==> config.mk <==
export PLATFORM = sky130hd
export DESIGN_NAME = tickTimer
export DESIGN_NICKNAME = d
export VERILOG_FILES = /design/src/rtl/tickTimerPkg.sv /design/src/rtl/tickTimerCtrl.sv /design/src/rtl/tickTimerDatapath.sv /design/src/rtl/tickTimer.sv
export SDC_FILE = /design/constraint.sdc
export NUM_CORES = 1
export LEC_CHECK = 0
export BUFFER_PORTS_ARGS = -buffer_cell sky130_fd_sc_hd__buf_2
export CORE_MARGIN = 4
export CORE_UTILIZATION = 40
export CTS_BUF_LIST = sky130_fd_sc_hd__clkbuf_8
export CTS_CLUSTER_SIZE = 24
export DETAILED_ROUTE_END_ITERATION = 12
export HOLD_SLACK_MARGIN = 0.03
export PLACE_DENSITY = 0.63
export SLEW_MARGIN = 20
export SYNTH_ARGS = -nofsm -noshare
export SYNTH_HDL_FRONTEND = slang
export SYNTH_SLANG_ARGS = --single-unit
==> constraint.sdc <==
create_clock -name clk -period 5.07 [get_ports clk]
set_clock_uncertainty 0.05 [all_clocks]
set_input_delay 1.014 -clock clk [delete_from_list [all_inputs] [get_ports clk]]
set_output_delay 1.014 -clock clk [all_outputs]
set_load 0.02 [all_outputs]
==> src/rtl/tickTimerPkg.sv <==
package tickTimerPkg;

  typedef struct packed {
    logic       load;       // timer write this cycle
    logic [1:0] sel;        // prescale select from the address
    logic       timerRead;  // timer read this cycle (no write)
  } tmrStrobes_t;

  typedef enum logic [1:0] {
    RD_NONE   = 2'd0,
    RD_TIMER  = 2'd1,
    RD_STATUS = 2'd2
  } rdSel_t;

endpackage

==> src/rtl/tickTimerCtrl.sv <==
module tickTimerCtrl
  import tickTimerPkg::*;
#(
  parameter int ADDR_W = 5
) (
  input  logic              clk,
  input  logic              rstN,
  input  logic [ADDR_W-1:0] addr,
  input  logic              wrEn,
  input  logic              rdEn,
  input  logic              underflow,
  output tmrStrobes_t       strobes,
  output rdSel_t            rdSel,
  output logic              timerFlag,
  output logic              irq
);

  logic timerWrite;
  logic timerRead;
  logic irqEnable;

  assign timerWrite = wrEn & addr[2] & addr[4];
  assign timerRead  = rdEn & addr[2] & ~addr[0] & ~timerWrite;

  always_comb begin
    strobes.load      = timerWrite;
    strobes.sel       = addr[1:0];
    strobes.timerRead = timerRead;
  end

  always_comb begin
    if (!rdEn || !addr[2]) rdSel = RD_NONE;
    else if (addr[0])      rdSel = RD_STATUS;
    else                   rdSel = RD_TIMER;
  end

  always_ff @(posedge clk) begin
    if (!rstN) begin
      irqEnable <= 1'b0;
      timerFlag <= 1'b0;
    end else begin
      if (timerWrite || timerRead) irqEnable <= addr[3];
      if (underflow)                        timerFlag <= 1'b1;
      else if (timerWrite || timerRead)     timerFlag <= 1'b0;
    end
  end

  assign irq = timerFlag & irqEnable;

endmodule

==> src/rtl/tickTimerDatapath.sv <==
module tickTimerDatapath
  import tickTimerPkg::*;
#(
  parameter int DATA_W  = 8,
  parameter int SHIFT_W = 4,
  parameter int SHIFT_1 = 3,
  parameter int SHIFT_2 = 6,
  parameter int SHIFT_3 = 10
) (
  input  logic              clk,
  input  logic              rstN,
  input  tmrStrobes_t       strobes,
  input  logic [DATA_W-1:0] wrData,
  output logic [DATA_W-1:0] readCount,
  output logic              underflow
);

  localparam int CNT_W = DATA_W + SHIFT_3;

  logic [CNT_W-1:0]   count;
  logic [SHIFT_W-1:0] activeShift;
  logic [SHIFT_W-1:0] writtenShift;
  logic [SHIFT_W-1:0] selShift;
  logic [SHIFT_W-1:0] gap;
  logic               restore;

  always_comb begin
    unique case (strobes.sel)
      2'd0:    selShift = '0;
      2'd1:    selShift = SHIFT_W'(SHIFT_1);
      2'd2:    selShift = SHIFT_W'(SHIFT_2);
      default: selShift = SHIFT_W'(SHIFT_3);
    endcase
  end

  assign gap       = writtenShift - activeShift;
  assign restore   = strobes.timerRead & (activeShift != writtenShift);
  assign underflow = ~strobes.load & ~restore & (count == '0);
  assign readCount = DATA_W'(count >> activeShift);

  always_ff @(posedge clk) begin
    if (!rstN) begin
      count        <= '1;
      activeShift  <= SHIFT_W'(SHIFT_3);
      writtenShift <= SHIFT_W'(SHIFT_3);
    end else if (strobes.load) begin
      count        <= CNT_W'(wrData) << selShift;
      activeShift  <= selShift;
      writtenShift <= selShift;
    end else if (restore) begin
      count       <= (count << gap) | ((CNT_W'(1) << gap) - CNT_W'(1));
      activeShift <= writtenShift;
    end else if (underflow) begin
      count       <= CNT_W'({DATA_W{1'b1}});
      activeShift <= '0;
    end else begin
      count <= count - CNT_W'(1);
    end
  end

endmodule

==> src/rtl/tickTimer.sv <==
module tickTimer
  import tickTimerPkg::*;
#(
  parameter int ADDR_W  = 5,
  parameter int DATA_W  = 8,
  parameter int SHIFT_W = 4,
  parameter int SHIFT_1 = 3,
  parameter int SHIFT_2 = 6,
  parameter int SHIFT_3 = 10
) (
  input  logic              clk,
  input  logic              rstN,
  input  logic [ADDR_W-1:0] addr,
  input  logic              wrEn,
  input  logic              rdEn,
  input  logic [DATA_W-1:0] wrData,
  output logic [DATA_W-1:0] rdData,
  output logic              irq
);

  tmrStrobes_t       strobes;
  rdSel_t            rdSel;
  logic              timerFlag;
  logic              underflow;
  logic [DATA_W-1:0] readCount;

  tickTimerCtrl #(.ADDR_W(ADDR_W)) i_ctrl (
    .clk(clk), .rstN(rstN), .addr(addr), .wrEn(wrEn), .rdEn(rdEn),
    .underflow(underflow), .strobes(strobes), .rdSel(rdSel),
    .timerFlag(timerFlag), .irq(irq)
  );

  tickTimerDatapath #(
    .DATA_W(DATA_W), .SHIFT_W(SHIFT_W),
    .SHIFT_1(SHIFT_1), .SHIFT_2(SHIFT_2), .SHIFT_3(SHIFT_3)
  ) i_dp (
    .clk(clk), .rstN(rstN), .strobes(strobes), .wrData(wrData),
    .readCount(readCount), .underflow(underflow)
  );

  always_comb begin
    unique case (rdSel)
      RD_TIMER:  rdData = readCount;
      RD_STATUS: rdData = {timerFlag, {(DATA_W-1){1'b0}}};
      default:   rdData = '1;
    endcase
  end

endmodule

==> results.toml <==
[run_status]
status = "finished clean"

[cts]
insertion_delay_ns = 0.29
cts_hold_buf = 0
cts_resized = 0
cts-root-buf = "clkbuf_8"
cts_tree = "built"
clkSlewWorstSetupHoldPaths_ns = 0.11
htree_levels = 1
cts_buffer_depth = 2
postCtsSetupBuffers = 0
clock_sinks = 28
cts_buffers = 3

[synth]
yosysWarnings = 0
synthesis.nets = 452
ys_seq_elements = 28
synth_cell_types = 69
synthCells = 429
yosysTopAreaCell = "dfxtp_1"
synth_top_cell_area_share = 0.158
synthesis.area_mm2 = 0.00355
synth_edf_count = 0
synth_common_cells = "nand2_1, clkbuf_1, dfxtp_1"
synth-seq-area-share = 0.158
synthArstFlopShare = 0
synth_flop_cell = "dfxtp_1"
syn_area_per_cell_um2 = 8.27
ys_top_cells_by_area = "dfxtp_1, mux4_2, mux2i_1"
synth_most_common_cell = "nand2_1"

[power_and_ir_drop]
seq_power_share = 0.363
leakagePower_nw = 1.36
combPwrFrac = 0.448
intPower_mw = 0.467
p_sw_mw = 0.336
power_density_mw_per_mm2 = 216
p_clk_frac = 0.189
vdd_drop_max_mv = 0.122
swShare = 0.419

[global_routing]
grt_max_degree = 32
grt_antenna_before_repair = 0
gr-total-overflow = 0
grt_pass1_wl_um = 18000
grt_usage = 0.221
grt_pass1_vias = 3187

[route]
drt_iter0_markers = 408
vias = 3505
drc = 0
routed_wl_um = 11500
drt_first_pass_iters = 6
wl_per_cell_um = 21.9
ant_nets = 0
viasPerCell = 6.71

[run]
maxCapViolations = 0

[timing]
max_freq_ghz = 0.268
relSlewSlack = 0.356
rsz0062_at_grt = "no"
fin_setup_tns_ns = 0
setup_viol = 0
hold_viol = 0
period_share = 0.737
worstMarginPinSlew_ns = 0.962
drv_slew = 0
fin_crit_ns = 3.74

[finish]
n_antenna_cell = 0
area_growth_pct = 4.65
final_cells = 522
finalNetCount = 438
drive_above_1_share = 0.184

[worst_hold_path]
hp-class = "flip-flop to flip-flop"

[die]
core_area_mm2 = 0.00868
die_area_mm2 = 0.0104
fp.dieW_um = 102
row_count = 34
start_util = 0.409
io_pins = 26
die_h_um = 102

[setup_path]
cp.arrival_ns = 3.88
crit_path_start_kind = "flip-flop"
crit_type = "flip-flop to flip-flop"
cp_data_required_time_ns = 5.22
end_kind = "flip-flop"
cp_max_fo = 19

[placement]
dp_hpwl_um = 8270
place_congestion = 0.992
dp_cells = 518
io_buffers = 25
## metal layers
| metal | global-route usage | vias to the layer above | share of wire |
|---|---|---|---|
| li1 | - | 1621 | - |
| met1 | 0.314 | 1664 | 0.42 |
| met2 | 0.336 | 194 | 0.45 |
| met3 | 0.0403 | 26 | 0.092 |
| met4 | 0.0797 | 0 | 0.036 |
| met5 | 0 | - | 0 |
## metrics by stage
stage	utilization	hold slack [ns]	setup WS, ns	power (mW)	cell area [um^2]
final	0.428	0.431	1.33	0.803	3710
after global placement	0.422	0.406	1.50	0.642	3660
after floorplan	-	0.398	1.52	0.552	3550
after CTS	0.428	0.437	1.36	0.797	3710
after detailed placement	0.422	0.424	1.37	0.647	3660
after global routing	0.428	0.479	0.998	0.845	3710
## worst max-delay path, cell delays in order, from the launching register on
cell and delay [ns]:
dfxtp_1 0.83, inv_1 0.17, ha_1 0.35, nand3b_1 0.11
and3_1 0.37, nor2_1 0.14, nor2_1 0.15, nand3_1 0.10
ha_1 0.41, or3_1 0.36, a31oi_1 0.18, a221oi_1 0.10
o311ai_0 0.31
## final timing paths
| path | from | endpoint | slack, ns | cells after the start |
|---|---|---|---|---|
| max reg2reg | i_dp.activeShift[1]$_SDFFE_PN1P_ | i_dp.count[6]$_SDFF_PN1_ | 1.33 | 12 |
| min reg2reg | i_ctrl.irqEnable$_SDFFE_PN0P_ | i_ctrl.irqEnable$_SDFFE_PN0P_ | 0.43 | 2 |
| max | i_dp.activeShift[1]$_SDFFE_PN1P_ | i_dp.count[6]$_SDFF_PN1_ | 1.33 | 12 |
| min | i_ctrl.irqEnable$_SDFFE_PN0P_ | i_ctrl.irqEnable$_SDFFE_PN0P_ | 0.43 | 2 |
## power by group through the flow
stage	Clock (mW)	Sequential, mW	Combinational, mW
after floorplan	0	0.251	0.301
after global placement	0	0.291	0.350
after detailed placement	0	0.295	0.352
after CTS	0.154	0.289	0.354
after global routing	0.159	0.294	0.392
final	0.152	0.292	0.360
## final cells by class
cell class                      instances  area (um^2)
Clock buffer                            4         55.1
Fill cell                             874         4960
Inverter                               14         52.6
Multi-Input combinational cell        334         2720
Sequential cell                        28          561
Tap cell                              108          135
Timing Repair Buffer                   34          193
## placed cells by master (no fill, tap or decap), types with 6 or more instances in the layout
cell type,n
nand2_1,44
dfxtp_1,28
nor2_1,26
buf_2,25
mux4_2,24
o21ai_0,24
a21oi_1,23
mux2i_1,19
inv_1,14
nor3_1,11
a31oi_1,9
nand3_1,9
buf_4,9
xor2_1,8
mux2_2,8
a211oi_1,7
mux4_1,6
nor2b_1,6
## sequential cells by signal, summed over array words and instances (netlist names)
signal	flops
i_dp.count	18
i_dp.activeShift	4
i_dp.writtenShift	4
i_ctrl.irqEnable	1
i_ctrl.timerFlag	1
## cell families after synthesis
kind of cell	share of synthesized area
AOI/OAI and AO/OA	0.248
xor gates and xnor gates	0.0367
adders and majority gates	0.0233
buffers and inverters	0.0762
DFF	0.158
muxes	0.276
and+or+nand+nor	0.182
Power figures use the tool's default switching activity.
